`src/rtl/nx_seq_pkg.sv`:
```
package nx_seq_pkg;
  typedef enum logic [1:0] {
    ST_IDLE  = 2'd0,
    ST_ISSUE = 2'd1,
    ST_WAIT  = 2'd2,
    ST_FIN   = 2'd3
  } seq_state_t;
endpackage

```
`src/rtl/nx_seq_walker.sv`:
```
module nx_seq_walker #(
  parameter int ADDR_W   = 32,
  parameter int GRAN_LG2 = 8
) (
  input  logic              clk,
  input  logic              rst_n,
  input  logic              load_i,
  input  logic              step_i,
  input  logic [ADDR_W-1:0] lo_i,
  input  logic [ADDR_W-1:0] hi_i,
  output logic [ADDR_W-1:0] cur_addr_o,
  output logic              last_o
);
  localparam int IDX_W = ADDR_W - GRAN_LG2;

  logic [IDX_W-1:0] cur_q, cur_d;
  logic [IDX_W-1:0] end_q, end_d;

  always_comb begin
    cur_d = cur_q;
    end_d = end_q;
    if (load_i) begin
      cur_d = lo_i[ADDR_W-1:GRAN_LG2];
      end_d = hi_i[ADDR_W-1:GRAN_LG2];
    end else if (step_i) begin
      cur_d = cur_q + 1'b1;
    end
  end

  always_ff @(posedge clk or negedge rst_n) begin
    if (!rst_n) begin
      cur_q <= '0;
      end_q <= '0;
    end else if (load_i || step_i) begin
      cur_q <= cur_d;
      end_q <= end_d;
    end
  end

  assign cur_addr_o = {cur_q, {GRAN_LG2{1'b0}}};
  assign last_o     = (cur_q == end_q);
endmodule

```
`src/rtl/nx_seq_result.sv`:
```
module nx_seq_result #(
  parameter int ADDR_W = 32,
  parameter int CODE_W = 4
) (
  input  logic              clk,
  input  logic              rst_n,
  input  logic              clr_i,
  input  logic              cap_i,
  input  logic [CODE_W-1:0] code_i,
  input  logic [ADDR_W-1:0] addr_i,
  output logic [CODE_W-1:0] status_o,
  output logic [ADDR_W-1:0] fail_addr_o
);
  logic [CODE_W-1:0] stat_d;
  logic [ADDR_W-1:0] fadr_d;
  logic              en;

  assign en = clr_i || cap_i;

  always_comb begin
    stat_d = '0;
    fadr_d = '0;
    if (cap_i) begin
      stat_d = code_i;
      fadr_d = addr_i;
    end
  end

  always_ff @(posedge clk or negedge rst_n) begin
    if (!rst_n) begin
      status_o    <= '0;
      fail_addr_o <= '0;
    end else if (en) begin
      status_o    <= stat_d;
      fail_addr_o <= fadr_d;
    end
  end
endmodule

```
`src/rtl/nx_seq_ctrl.sv`:
```
module nx_seq_ctrl
  import nx_seq_pkg::*;
#(
  parameter int CODE_W = 4
) (
  input  logic              clk,
  input  logic              rst_n,
  input  logic              start_i,
  input  logic              empty_i,
  input  logic              set_i,
  input  logic              req_ready_i,
  input  logic              rsp_valid_i,
  input  logic [CODE_W-1:0] rsp_code_i,
  input  logic              last_i,
  output logic              load_o,
  output logic              step_o,
  output logic              clr_o,
  output logic              cap_o,
  output logic              req_valid_o,
  output logic              flag_o,
  output logic              busy_o,
  output logic              done_o
);
  seq_state_t st_q, st_d;
  logic       flag_q;

  always_comb begin
    st_d   = st_q;
    load_o = 1'b0;
    step_o = 1'b0;
    clr_o  = 1'b0;
    cap_o  = 1'b0;
    unique case (st_q)
      ST_IDLE: begin
        if (start_i) begin
          load_o = 1'b1;
          clr_o  = 1'b1;
          st_d   = empty_i ? ST_FIN : ST_ISSUE;
        end
      end
      ST_ISSUE: begin
        if (req_ready_i) st_d = ST_WAIT;
      end
      ST_WAIT: begin
        if (rsp_valid_i) begin
          if (rsp_code_i != '0) begin
            cap_o = 1'b1;
            st_d  = ST_FIN;
          end else if (last_i) begin
            st_d  = ST_FIN;
          end else begin
            step_o = 1'b1;
            st_d   = ST_ISSUE;
          end
        end
      end
      ST_FIN:  st_d = ST_IDLE;
      default: st_d = ST_IDLE;
    endcase
  end

  always_ff @(posedge clk or negedge rst_n) begin
    if (!rst_n) st_q <= ST_IDLE;
    else        st_q <= st_d;
  end

  always_ff @(posedge clk or negedge rst_n) begin
    if (!rst_n)      flag_q <= 1'b0;
    else if (load_o) flag_q <= set_i;
  end

  assign req_valid_o = (st_q == ST_ISSUE);
  assign flag_o      = flag_q;
  assign busy_o      = (st_q != ST_IDLE);
  assign done_o      = (st_q == ST_FIN);
endmodule

```
`src/rtl/nx_range_seq.sv`:
```
module nx_range_seq #(
  parameter int ADDR_W   = 32,
  parameter int GRAN_LG2 = 8,
  parameter int CODE_W   = 4
) (
  input  logic              clk,
  input  logic              rst_n,
  input  logic              start_i,
  input  logic [ADDR_W-1:0] lo_addr_i,
  input  logic [ADDR_W-1:0] hi_addr_i,
  input  logic              set_i,
  output logic              busy_o,
  output logic              req_valid_o,
  input  logic              req_ready_i,
  output logic [ADDR_W-1:0] req_addr_o,
  output logic              req_flag_o,
  input  logic              rsp_valid_i,
  input  logic [CODE_W-1:0] rsp_code_i,
  output logic              done_o,
  output logic [CODE_W-1:0] status_o,
  output logic [ADDR_W-1:0] fail_addr_o
);
  logic load, step, clr, cap, last, empty;

  assign empty = (lo_addr_i > hi_addr_i);

  nx_seq_ctrl #(.CODE_W(CODE_W)) ctrl_i (
    .clk(clk), .rst_n(rst_n), .start_i(start_i), .empty_i(empty),
    .set_i(set_i), .req_ready_i(req_ready_i), .rsp_valid_i(rsp_valid_i),
    .rsp_code_i(rsp_code_i), .last_i(last), .load_o(load), .step_o(step),
    .clr_o(clr), .cap_o(cap), .req_valid_o(req_valid_o), .flag_o(req_flag_o),
    .busy_o(busy_o), .done_o(done_o)
  );

  nx_seq_walker #(.ADDR_W(ADDR_W), .GRAN_LG2(GRAN_LG2)) walk_i (
    .clk(clk), .rst_n(rst_n), .load_i(load), .step_i(step),
    .lo_i(lo_addr_i), .hi_i(hi_addr_i), .cur_addr_o(req_addr_o), .last_o(last)
  );

  nx_seq_result #(.ADDR_W(ADDR_W), .CODE_W(CODE_W)) res_i (
    .clk(clk), .rst_n(rst_n), .clr_i(clr), .cap_i(cap), .code_i(rsp_code_i),
    .addr_i(req_addr_o), .status_o(status_o), .fail_addr_o(fail_addr_o)
  );
endmodule

```
`config.mk`:
```
export PLATFORM = sky130hd
export DESIGN_NAME = nx_range_seq
export DESIGN_NICKNAME = d
export VERILOG_FILES = /design/src/rtl/nx_seq_pkg.sv /design/src/rtl/nx_seq_walker.sv /design/src/rtl/nx_seq_result.sv /design/src/rtl/nx_seq_ctrl.sv /design/src/rtl/nx_range_seq.sv
export SDC_FILE = /design/constraint.sdc
export NUM_CORES = 1
export LEC_CHECK = 0
export BUFFER_PORTS_ARGS = -buffer_cell sky130_fd_sc_hd__buf_2
export CELL_PAD_IN_SITES_DETAIL_PLACEMENT = 0
export CELL_PAD_IN_SITES_GLOBAL_PLACEMENT = 1
export CORE_ASPECT_RATIO = 0.9
export CORE_UTILIZATION = 38
export DETAILED_ROUTE_END_ITERATION = 8
export PLACE_DENSITY = 0.85
export RECOVER_POWER = 50
export REMOVE_ABC_BUFFERS = 1
export SLEW_MARGIN = 20
export SYNTH_ARGS = -nofsm -noshare
export SYNTH_HDL_FRONTEND = slang
export SYNTH_SLANG_ARGS = --single-unit
```
`constraint.sdc`:
```
create_clock -name clk -period 2.3 [get_ports clk]
set_input_delay 0.115 -clock clk [delete_from_list [all_inputs] [get_ports clk]]
set_output_delay 0.115 -clock clk [all_outputs]
set_load 0.01 [all_outputs]
```
# Word level (Yosys, flattened, before mapping)
# Cells that the tools add are included.
[classes]
n_addsub = 1
magnitude_cmp = 1
n_eq_ne = 7
n_mux = 20
n_reduce_logical = 9
[ops]
columns = ["op", "count"]
rows = [
  ["$mux W24", 2],
  ["$gt A32 B32 Y1", 1],
  ["$mux W32", 1],
  ["$add A24 B1 Y24 const B", 1],
  ["$eq A24 B24 Y1", 1],
  ["$mux W2", 6],
  ["$mux W1", 9],
  ["$pmux W2 S4", 1],
  ["$eq A2 B2 Y1 const B", 2],
  ["$mux W4", 1],
  ["$ne A2 B2 Y1 const B", 2],
  ["$reduce_and A2 Y1", 2],
  ["$reduce_bool A2 Y1", 2],
  ["$reduce_bool A4 Y1", 1],
  ["$reduce_and A3 Y1", 1],
  ["$eq A2 B1 Y1 const B", 1],
  ["$logic_not A2 Y1", 1],
  ["$logic_or A1 B1 Y1", 2],
  ["$ne A2 B1 Y1 const B", 1],
]
[totals]
reg_bits = 87
inputBits = 74
out_inout_bits = 72
word_cells = 44

# Depth between registers and ports, before layout
[depth]
depth_word = 7
ltp_mapped = 8
mapped_depth_nobuf = 8

# By module
# A second synthesis with hierarchy kept.
[unflattened]
cells_unflattened = 459
area_unflattened_um2 = 4958.5
[modules_own_cells]
columns = ["module", "instances", "cells_per_inst", "area_per_inst_um2", "seq_area_each_um2"]
rows = [
  ["nx_seq_walker", 1, 246, 2605.0, 1201.2],
  ["nx_seq_result", 1, 80, 1307.5, 900.9],
  ["nx_range_seq", 1, 112, 835.8, 0.0],
  ["nx_seq_ctrl", 1, 21, 210.2, 75.1],
]

# Worst setup path after synthesis
# OpenSTA, ideal clock, no wires.
[synth_path]
path_type = "reg2reg"
from = "reg walk_i.cur_q[3]"
to = "reg walk_i.cur_q[23]"
setup_time_ns = 0.139
arrival_time_ns = 1.985
required_ns = 2.161
setup_slack_ns = 0.176
path_stages_with_launch = 9
path_buffers = 2
synth_period_minus_slack_ns = 2.124
cell_sequence = "dfrtp_1 buf_2 nand3_2 or3_1 buf_6 nor4_4 and4_4 a31o_1 a31oi_1"
[synth_via]
elab_chain_cells = 7
word_cells_on_any_way = 11
classes_between = "1 x add/sub; 1 x eq/ne; 6 x mux; 3 x reduce/logical"
[synth_rtl]
columns = ["item", "line", "rtl"]
rows = [
  ["start: declaration", "nx_seq_walker.sv:16", "logic [IDX_W-1:0] cur_q, cur_d;"],
  ["start signal: assignment", "nx_seq_walker.sv:35", "cur_q <= cur_d;"],
  ["parallel branches: the longest is 7 deep, another holds $add A24 B1 Y24", "n/a", ""],
]
# Several ways; the timed one is not identified. The select of a mux whose other input is x is not followed.
# A chain may end at the register's enable or synchronous reset.

# Worst setup path in the final report
[layout_path]
from = "reg walk_i.cur_q[15]"
to = "reg walk_i.cur_q[21]"
# The elaborated chain is that of the path after synthesis.

==> run metrics <==
Via density 5.01; area share of the largest cell type after synthesis 0.405; RePlAce Congestion 0.872; Post-synth top flop dfrtp_1; Final Instance Area 6080 um^2; flops & latches, synth 79; DR WL/cell 15.5 um; row cnt 38; Clk pwr share 0.212; Worst Path Required 2560 ps; WHS 9.84 ps; Final Skew 9.17 ps; final hold violations 0; area leader, netlist dfrtp_1; drt first-iter violations 220; fin cells 855; Post-layout nets 797; Final ANT Viol Nets 0; Vias 4,286; first-pass GRT wire length 21,400 um; Num CTS Buffers 9; Seq/Total Area, Yosys 0.405; status finished, final reports clean; Highest Clock Rate 0.474 GHz; reg2reg start walk_i.cur_q[15]$_DFFE_PN0P_; Die Y 110 um; Syn Inst Count 553; gr usage total 0.210; mapped cell area 4880 um^2; TritonCTS clock tree yes; final wirelength 13,200 um; RSZ-0062 raised after global routing no; Sw Ratio 0.406; Clock Pin Slew Worst Setup and Hold Paths 70 ps; asr flop ratio synth 1.00; Worst Hold Class in -> reg; final setup TNS 0 ps; Max-cap violations 0; Crit Path Category reg -> reg; crit path DAT 2370 ps; Yosys warnings 0; crit path time final 2110 ps; DIE AREA 13,300 um^2; Peak VDD IR 0.382 mV; Worst setup EP type flip-flop; hold path startpoint lo_addr_i[20]; leakage 2.88 nW; worst skew pair latency 340 ps; vias in the first global route 4,259; final setup fails 0; number of synthesized flops with an enable pin 0; clk sinks 79; GRT Residual Overflow 0; Comb pwr share 0.402; P_sw 0.00278 W; # diodes 0; FILL cells 1,187; crit share post-route 0.917; initial core utilization 0.398; sequential share of power 0.386; relative slew slack 0.381; I/O Buffers 129; largest cells by area after synthesis dfrtp_1 (41%), nand2_1 (8.5%), ha_1 (8.5%); placed insts 833; crit-path max FO 11; initial antenna violation count 0; largest net degree at the start of global routing 45; post-DP HPWL 10,100 um; DRT Pass-1 Iters 4; PwrDens 1130 nW/um^2; cell internal pwr 0.00407 W; share of layout cells above drive strength 1 0.242; Top Ports 146; Mean Syn Cell Area 8.83 um^2; Die W 121 um; Core Util, Final 0.496; Placeable Area 12,300 um^2; Critical Path Source walk_i.cur_q[15]$_DFFE_PN0P_; synth unique cells 52; Placed Area 5750 um^2; CTS H-tree lvls 3; Layout area overhead 24.6%; worst-margin pin slew 928 ps; Max Slew Vio Count 0; Startpoint Class flip-flop; clock tree buffer depth 2; final routed DRC violation total 0; CTS root buffer clkbuf_16
[flip-flops by register name (all words and copies together), names as in the netlist]
name,flops
res_i.fail_addr_o,24
walk_i.cur_q,24
walk_i.end_q,24
res_i.status_o,4
ctrl_i.st_q,2
ctrl_i.flag_o,1
[what timing repair did]
item | in CTS | in global routing
resized for setup | 0 | 5
hold buffers | 4 | 0
endpoints found under the setup margin | 0 | 5
endpoints found under the hold margin | 38 | 0
buffers inserted | 0 | 2
[cell usage after synthesis (3+ instances only)]
cell type  number
o21ai_0        67
a21o_1         10
o21ai_1         6
nand3_1         8
mux2_2          4
nand4_1        14
and4_1          3
a2111oi_2       4
inv_1          42
and2_1          3
buf_4          16
clkbuf_2        4
dfrtp_1        79
buf_2           5
clkbuf_1       20
a211oi_1        8
nand2_1       111
nor2_1         13
xnor2_1        42
a21oi_1        18
ha_1           33
a22o_1          4
[path summary, 6_finish.rpt]
path / endpoint / cells past startpoint / slack [ps]
max: walk_i.cur_q[21]$_DFFE_PN0P_ / 7 / 190
min: walk_i.cur_q[12]$_DFFE_PN0P_ / 3 / 10
max reg2reg: walk_i.cur_q[21]$_DFFE_PN0P_ / 7 / 190
min reg2reg: ctrl_i.flag_o$_DFFE_PN0P_ / 2 / 490
max in group asynchronous: walk_i.cur_q[16]$_DFFE_PN0P_ / 3 / 600
min in group asynchronous: res_i.fail_addr_o[20]$_DFFE_PN0P_ / 2 / 440
[power by group through the flow]
stage / Sequential (W) / Combinational, W / Clock (W)
6_report: 0.00265 / 0.00275 / 0.00145
5_1_grt: 0.00274 / 0.00308 / 0.00155
4_1_cts: 0.00262 / 0.00280 / 0.00148
3_5_place_dp: 0.00263 / 0.00279 / 0
3_3_place_gp: 0.00259 / 0.00273 / 0
2_1_floorplan: 0.00274 / 0.00141 / 0
[through the flow]
step / total power [W] / worst slack (ps)
detailed placement: 0.00542 / 141
finish: 0.00685 / 191
global route: 0.00737 / 4.27
global placement: 0.00532 / 152
floorplan: 0.00416 / -1630
CTS: 0.00690 / 108
[layer usage]
layer,up-vias,share of wire,global-route usage
met3,13,0.053,0.0373
met4,0,0.014,0.0855
met5,-,0,0
met2,120,0.46,0.345
met1,2031,0.47,0.275
li1,2122,-,-
[worst max-delay path, stage by stage (launching register included)]
cell      delay, ps
dfrtp_1         480
xnor2_2         230
nand4_1         140
nor4_2          320
buf_4           220
a211o_1         200
mux2_2          340
o211ai_1         90
[cells by family after synthesis]
logic type / synth area share
AOI/OAI and AO/OA: 0.172
muxes: 0.0113
and+or+nand+nor: 0.165
xor gates and xnor gates: 0.0754
DFF: 0.405
buffers and inverters: 0.0854
other: 0.000768
adders and majority gates: 0.0846
[area by class of cell]
cell class	instances	area, um^2	share of cell area
timing repair buffer	159	853	0.140
clock inverter	6	60.1	0.00988
inverter	42	158	0.0259
multi-input combinational	399	2590	0.426
sequential	79	1980	0.325
tap	160	200	0.0329
clock buffer	10	239	0.0393
[layout by cell type, fill, tap and decap left out, drive strengths merged, types with 3 or more instances in the layout]
cell / count
a21o: 10
a2111oi: 9
clkbuf: 42
conb: 16
o21ai: 73
inv: 42
a22o: 4
nand3: 10
dlygate4sd3: 4
xnor2: 42
dfrtp: 79
ha: 33
nand2: 111
clkinv: 3
and2: 4
a211oi: 8
and4: 4
nand4: 15
mux2: 4
nor2: 13
a21oi: 18
nor4: 4
buf: 123
Note: power is estimated with default switching activity, not from simulation.
